## config.mk

```make
export PLATFORM = sky130hd
export DESIGN_NAME = irq_ctrl_slice
export DESIGN_NICKNAME = d
export VERILOG_FILES = /design/src/rtl/irq_ctrl_pkg.sv /design/src/rtl/irq_src_cond.sv /design/src/rtl/irq_status_bank.sv /design/src/rtl/irq_cfg_regs.sv /design/src/rtl/irq_out_route.sv /design/src/rtl/irq_ctrl_slice.sv
export SDC_FILE = /design/constraint.sdc
export NUM_CORES = 1
export LEC_CHECK = 0
export ABC_AREA = 1
export BUFFER_PORTS_ARGS = -buffer_cell sky130_fd_sc_hd__buf_4
export CORE_ASPECT_RATIO = 1.5
export CORE_UTILIZATION = 55
export DETAILED_ROUTE_END_ITERATION = 12
export GPL_TIMING_DRIVEN = 0
export PLACE_DENSITY_LB_ADDON = 0.2
export SLEW_MARGIN = 30
export SYNTH_ARGS = -nofsm -noshare
export SYNTH_HDL_FRONTEND = slang
export SYNTH_SLANG_ARGS = --single-unit
```

## constraint.sdc

```tcl
create_clock -name clk_i -period 1.4 [get_ports clk_i]
set_clock_uncertainty 0.1 [all_clocks]
set_input_delay 0.07 -clock clk_i [delete_from_list [all_inputs] [get_ports clk_i]]
set_output_delay 0.07 -clock clk_i [all_outputs]
set_load 0.01 [all_outputs]
```

## src/rtl/irq_ctrl_pkg.sv

```systemverilog
package irq_ctrl_pkg;
  localparam int unsigned NUM_SRC = 32;
  localparam int unsigned ADDR_W  = 3;

  typedef enum logic [ADDR_W-1:0] {
    ADDR_PEND  = 3'd0,
    ADDR_ENA   = 3'd1,
    ADDR_ROUTE = 3'd2,
    ADDR_SENSE = 3'd3,
    ADDR_MODE  = 3'd4,
    ADDR_MPEND = 3'd5
  } reg_addr_e;
endpackage

```

## src/rtl/irq_src_cond.sv

```systemverilog
module irq_src_cond #(
  parameter int unsigned N = 32
) (
  input  logic         clk_i,
  input  logic         rst_ni,
  input  logic [N-1:0] raw_i,
  input  logic [N-1:0] sense_i,
  input  logic [N-1:0] mode_i,
  output logic [N-1:0] set_o
);
  logic [N-1:0] smp_q;
  logic [N-1:0] act;
  logic [N-1:0] act_q;

  always_ff @(posedge clk_i or negedge rst_ni) begin
    if (!rst_ni) begin
      smp_q <= '0;
      act_q <= '0;
    end else begin
      smp_q <= raw_i;
      act_q <= act;
    end
  end

  for (genvar i = 0; i < N; i++) begin : g_bit
    assign act[i]   = sense_i[i] ? smp_q[i] : ~smp_q[i];
    // mode 1: edge, mode 0: level
    assign set_o[i] = mode_i[i] ? (act[i] & ~act_q[i]) : act[i];
  end
endmodule

```

## src/rtl/irq_status_bank.sv

```systemverilog
module irq_status_bank #(
  parameter int unsigned N = 32
) (
  input  logic         clk_i,
  input  logic         rst_ni,
  input  logic [N-1:0] set_i,
  input  logic         clr_en_i,
  input  logic [N-1:0] clr_mask_i,
  output logic [N-1:0] pend_o
);
  logic [N-1:0] pend_q;
  logic [N-1:0] clr;

  assign clr = clr_en_i ? clr_mask_i : '0;

  always_ff @(posedge clk_i or negedge rst_ni) begin
    if (!rst_ni) pend_q <= '0;
    else         pend_q <= (pend_q & ~clr) | set_i; // set wins over clear
  end

  assign pend_o = pend_q;
endmodule

```

## src/rtl/irq_cfg_regs.sv

```systemverilog
module irq_cfg_regs
  import irq_ctrl_pkg::*;
#(
  parameter int unsigned N = 32
) (
  input  logic              clk_i,
  input  logic              rst_ni,
  input  logic              we_i,
  input  logic [ADDR_W-1:0] addr_i,
  input  logic [N-1:0]      wdata_i,
  input  logic [N-1:0]      pend_i,
  output logic [N-1:0]      ena_o,
  output logic [N-1:0]      route_o,
  output logic [N-1:0]      sense_o,
  output logic [N-1:0]      mode_o,
  output logic              pend_clr_o,
  output logic [N-1:0]      rdata_o
);
  reg_addr_e    a;
  logic [N-1:0] ena_q, route_q, sense_q, mode_q;

  assign a = reg_addr_e'(addr_i);

  always_ff @(posedge clk_i or negedge rst_ni) begin
    if (!rst_ni) begin
      ena_q   <= '0;
      route_q <= '0;
      sense_q <= '1;
      mode_q  <= '0;
    end else if (we_i) begin
      case (a)
        ADDR_ENA:   ena_q   <= wdata_i;
        ADDR_ROUTE: route_q <= wdata_i;
        ADDR_SENSE: sense_q <= wdata_i;
        ADDR_MODE:  mode_q  <= wdata_i;
        default: ;
      endcase
    end
  end

  assign pend_clr_o = we_i && (a == ADDR_PEND);

  always_comb begin
    case (a)
      ADDR_PEND:  rdata_o = pend_i;
      ADDR_ENA:   rdata_o = ena_q;
      ADDR_ROUTE: rdata_o = route_q;
      ADDR_SENSE: rdata_o = sense_q;
      ADDR_MODE:  rdata_o = mode_q;
      ADDR_MPEND: rdata_o = pend_i & ena_q;
      default:    rdata_o = '0;
    endcase
  end

  assign ena_o   = ena_q;
  assign route_o = route_q;
  assign sense_o = sense_q;
  assign mode_o  = mode_q;
endmodule

```

## src/rtl/irq_out_route.sv

```systemverilog
module irq_out_route #(
  parameter int unsigned N = 32
) (
  input  logic [N-1:0] pend_i,
  input  logic [N-1:0] ena_i,
  input  logic [N-1:0] route_i,
  output logic         irq_o,
  output logic         crit_irq_o
);
  logic [N-1:0] live;
  assign live       = pend_i & ena_i;
  assign irq_o      = |(live & ~route_i);
  assign crit_irq_o = |(live & route_i);
endmodule

```

## src/rtl/irq_ctrl_slice.sv

```systemverilog
module irq_ctrl_slice
  import irq_ctrl_pkg::*;
(
  input  logic               clk_i,
  input  logic               rst_ni,
  input  logic [NUM_SRC-1:0] src_i,
  input  logic               reg_we_i,
  input  logic [ADDR_W-1:0]  reg_addr_i,
  input  logic [NUM_SRC-1:0] reg_wdata_i,
  output logic [NUM_SRC-1:0] reg_rdata_o,
  output logic               irq_o,
  output logic               crit_irq_o
);
  localparam int unsigned N = NUM_SRC;

  logic [N-1:0] src_rev, set_vec, pend_q;
  logic [N-1:0] ena_q, route_q, sense_q, mode_q;
  logic         pend_clr;

  // line n -> register bit N-1-n
  for (genvar n = 0; n < N; n++) begin : g_rev
    assign src_rev[N-1-n] = src_i[n];
  end

  irq_src_cond #(.N(N)) u_cond (
    .clk_i   (clk_i),
    .rst_ni  (rst_ni),
    .raw_i   (src_rev),
    .sense_i (sense_q),
    .mode_i  (mode_q),
    .set_o   (set_vec)
  );

  irq_status_bank #(.N(N)) u_pend (
    .clk_i      (clk_i),
    .rst_ni     (rst_ni),
    .set_i      (set_vec),
    .clr_en_i   (pend_clr),
    .clr_mask_i (reg_wdata_i),
    .pend_o     (pend_q)
  );

  irq_cfg_regs #(.N(N)) u_cfg (
    .clk_i      (clk_i),
    .rst_ni     (rst_ni),
    .we_i       (reg_we_i),
    .addr_i     (reg_addr_i),
    .wdata_i    (reg_wdata_i),
    .pend_i     (pend_q),
    .ena_o      (ena_q),
    .route_o    (route_q),
    .sense_o    (sense_q),
    .mode_o     (mode_q),
    .pend_clr_o (pend_clr),
    .rdata_o    (reg_rdata_o)
  );

  irq_out_route #(.N(N)) u_out (
    .pend_i     (pend_q),
    .ena_i      (ena_q),
    .route_i    (route_q),
    .irq_o      (irq_o),
    .crit_irq_o (crit_irq_o)
  );
endmodule

```

==> metrics.cfg <==
[run_status]
run_status=finished with violations
failing_checks=DRC, setup timing

[drt]
drc=6
drtAntennaViolNets=0
drt_first_iter_violations=741
drt_pre_antenna_iters=9
drt-wirelength-per-cell_um=18.0
viasPerCell=5.53
routed_wl_mm=29.6
total_via_count_after_detailed_routing=9108

[place]
place.detailed.hpwl_mm=18.5
dp_worst_setup_slack_ns=-0.397
gp_routability_congestion=0.866
placement.io_buffers=101

[cells_and_area]
final_cell_mix=sky130_fd_sc_hd__nand2_1 (405), sky130_fd_sc_hd__dfrtp_1 (192), sky130_fd_sc_hd__buf_4 (124)
nNetsFinal=1489
final_common_cell=sky130_fd_sc_hd__nand2_1
antenna-diode-count=0
area_added_between_synthesis_and_finish_pct=31.6
utilization_pct=74.7
drive_gt1_share_pct=23.1

[timing]
slew_violations=0
grt_setup_unrepaired=true
clock.fmax_mhz=533
timing_hold_violations_final=0
share_of_the_clock_period_used_by_the_worst_path_after_layout_pct=134
tightest_slew_ns=0.672
timing.hold.ws_ns=0.00523
post-route-worst-setup-slack_ns=-0.477
fin_crit_ns=1.88
finalSetupViolations=34
max-slew-margin-rel_pct=55.2

[logic_synthesis]
flop_and_latch_count_out_of_synthesis=224
synth_top_family_by_area=simple AND/OR/NAND/NOR gates
synth.lib_cells_used.distinct=27
syn-mean-instance-area_um2=8.47
ys_warn_count=0
post_synth_fa_ha_maj_area_fraction_pct=0
synth.net_count=1247
synth-seq-area-share_pct=56.6
syn_inst=1177
synth_compound_area_share_pct=11.3
yosys.area_share.xor_xnor_pct=2.81
post_syn_area_um2=9970
mux_share_of_post_synthesis_cell_area_pct=0
synthSimpleGateAreaFrac_pct=22.6

[floorplanning]
die_area_um2=18700
initial_core_util_pct=56.8
boundary_pin_count=104
num_rows=59
fp.dieH_um=167
dieWidth_um=112
coreArea_um2=17600

[pwr]
power.combinational.fraction_pct=20.9
switching_component_of_the_power_uw=5250
vdd.ir_drop.worst_mv=1.09
seqPwrFrac_pct=46.8
power_density_nw_per_um2=1370
switching_share_pct=29.1
fin_total_pwr_uw=18000
internal_power_uw=12800
leakagePower_uw=0.00632
clockPowerShare_pct=32.4

[setup_path]
reg2reg_setup_slack_ns=0.26
cp-end-kind=output port
cp.required_ns=1.23
critical_path_peak_fanout=4
critical_r2r_capture=u_pend.pend_o[10]
crit_path_start_kind=flop
arrival_ns=1.71
r2r_cells=4
worstReg2RegStart=u_cfg.sense_o[10]
setup.worst_path.class=flop to output port

[grt]
largest_net_degree_at_the_start_of_global_routing=82
gr-total-overflow=0
global_route.usage.total_pct=32.3
grt_pass1_vias=9081
antenna_found_initial=0
grt_first_pass_wirelength_mm=46.6

[cts]
cts.path.max_buffers=3
clock_transition_at_path_regs_ns=0.06
tritoncts.num_buffers=22
numClockSinks=224
tritoncts=yes
cts-htree-levels=1
clock-root-buffer=sky130_fd_sc_hd__clkbuf_16
worstSkewPairLatency_ns=0.51

[flow_run]
maxCapViolCount=0

[hold_path]
timing.hold.worst.class=input pin to asynchronous set/reset pin

[how the worst max path moves through the flow]
stage                       from                 to  slack, ns  cells after the start
2_1_floorplan      reg_addr_i[2]  u_pend.pend_o[10]       0.26                      8
3_3_place_gp              rst_ni   u_cond.smp_q[31]      -1.48                      1
3_5_place_dp       reg_addr_i[2]    reg_rdata_o[19]      -0.40                      8
4_1_cts         u_cfg.route_o[8]              irq_o      -0.43                      8
5_1_grt        u_pend.pend_o[14]         crit_irq_o      -0.50                      8
6_report       u_pend.pend_o[14]         crit_irq_o      -0.48                      8
[critical path, cell delays in order (launching register included)]
cell and delay [ns]:
sky130_fd_sc_hd__dfrtp_1 0.40, sky130_fd_sc_hd__buf_6 0.14, sky130_fd_sc_hd__nand3_2 0.05, sky130_fd_sc_hd__nand2_2 0.08, sky130_fd_sc_hd__nor2_4 0.10, sky130_fd_sc_hd__nand2_1 0.06, sky130_fd_sc_hd__nor2_1 0.12, sky130_fd_sc_hd__nand2_1 0.11
sky130_fd_sc_hd__buf_6 0.14
[synthesized netlist by cell type]
cell type / number / area (µm²)
sky130_fd_sc_hd__a21oi_1: 18 / 90.1
sky130_fd_sc_hd__buf_1: 2 / 7.51
sky130_fd_sc_hd__buf_2: 32 / 160
sky130_fd_sc_hd__buf_6: 6 / 67.6
sky130_fd_sc_hd__clkbuf_1: 4 / 15.0
sky130_fd_sc_hd__clkbuf_2: 1 / 5.00
sky130_fd_sc_hd__dfrtp_1: 192 / 4800
sky130_fd_sc_hd__dfstp_2: 32 / 841
sky130_fd_sc_hd__inv_1: 105 / 394
sky130_fd_sc_hd__inv_2: 3 / 11.3
sky130_fd_sc_hd__inv_4: 1 / 6.26
sky130_fd_sc_hd__nand2_1: 426 / 1600
sky130_fd_sc_hd__nand2_2: 4 / 25.0
sky130_fd_sc_hd__nand2_4: 2 / 22.5
sky130_fd_sc_hd__nand3_1: 69 / 345
sky130_fd_sc_hd__nand3_4: 1 / 17.5
sky130_fd_sc_hd__nand3b_1: 2 / 15.0
sky130_fd_sc_hd__nand4_1: 14 / 87.6
sky130_fd_sc_hd__nor2_1: 28 / 105
sky130_fd_sc_hd__nor2_4: 1 / 11.3
sky130_fd_sc_hd__nor3_1: 1 / 5.00
sky130_fd_sc_hd__nor3_4: 1 / 16.3
sky130_fd_sc_hd__o211ai_1: 15 / 113
sky130_fd_sc_hd__o21ai_0: 129 / 646
sky130_fd_sc_hd__o21ai_1: 55 / 275
sky130_fd_sc_hd__o22ai_1: 1 / 6.26
sky130_fd_sc_hd__xnor2_1: 32 / 280
[per-stage QoR]
stage	cell area [µm²]	instances	TNS, ns
floorplan	9970	1177	0
global placement	11000	1491	-319.69
detailed placement	11100	1493	-15.02
CTS	12800	1631	-8.93
global route	13100	1648	-11.49
finish	13100	1648	-9.58
[power groups by stage]
stage	Sequential [µW]	Clock [µW]	Combinational [µW]
after floorplan	8320	0	1870
after global placement	8480	0	2850
after detailed placement	8520	0	2950
after CTS	8370	5900	3480
after global routing	8540	6130	4190
final	8440	5840	3770
[timing repair]
item	in CTS	in global routing
resized for setup	42	69
hold endpoints to repair	394	0
gates cloned	0	0
hold buffers	65	0
buffers inserted	33	18
pin swaps	55	57
setup endpoints to repair	34	34
[cells by family after synthesis]
| family | Yosys count |
|---|---|
| AOI/OAI and AO/OA | 218 |
| DFF | 224 |
| xor gates and xnor gates | 32 |
| and+or+nand+nor | 549 |
| buffers and inverters | 154 |
[cell type report]
cell class                      count  area (µm²)
Inverter                          109         414
Tap cell                          213         267
Clock buffer                       38         672
Fill cell                        1283        4450
Timing Repair Buffer              218        1950
Clock inverter                      2        35.0
Buffer                             45         273
Sequential cell                   224        5650
Multi-Input combinational cell    799        3870
[registers in the layout (all words and copies together), names as in the netlist]
register	count
u_cfg.ena_o	32
u_cfg.mode_o	32
u_cfg.route_o	32
u_cfg.sense_o	32
u_cond.act_q	32
u_cond.smp_q	32
u_pend.pend_o	32
[per-layer routing]
| layer | track usage (%) | vias up | wire, µm | share of wire [%] |
|---|---|---|---|---|
| met4 | 16.8 | 0 | 1340 | 4.5 |
| met1 | 38.6 | 4411 | 11100 | 37 |
| met2 | 56.0 | 353 | 15100 | 51 |
| li1 | - | 4251 | - | - |
| met5 | 0 | - | 0 | 0 |
| met3 | 5.31 | 93 | 2100 | 7.1 |
(Power assumes the default switching activity.)
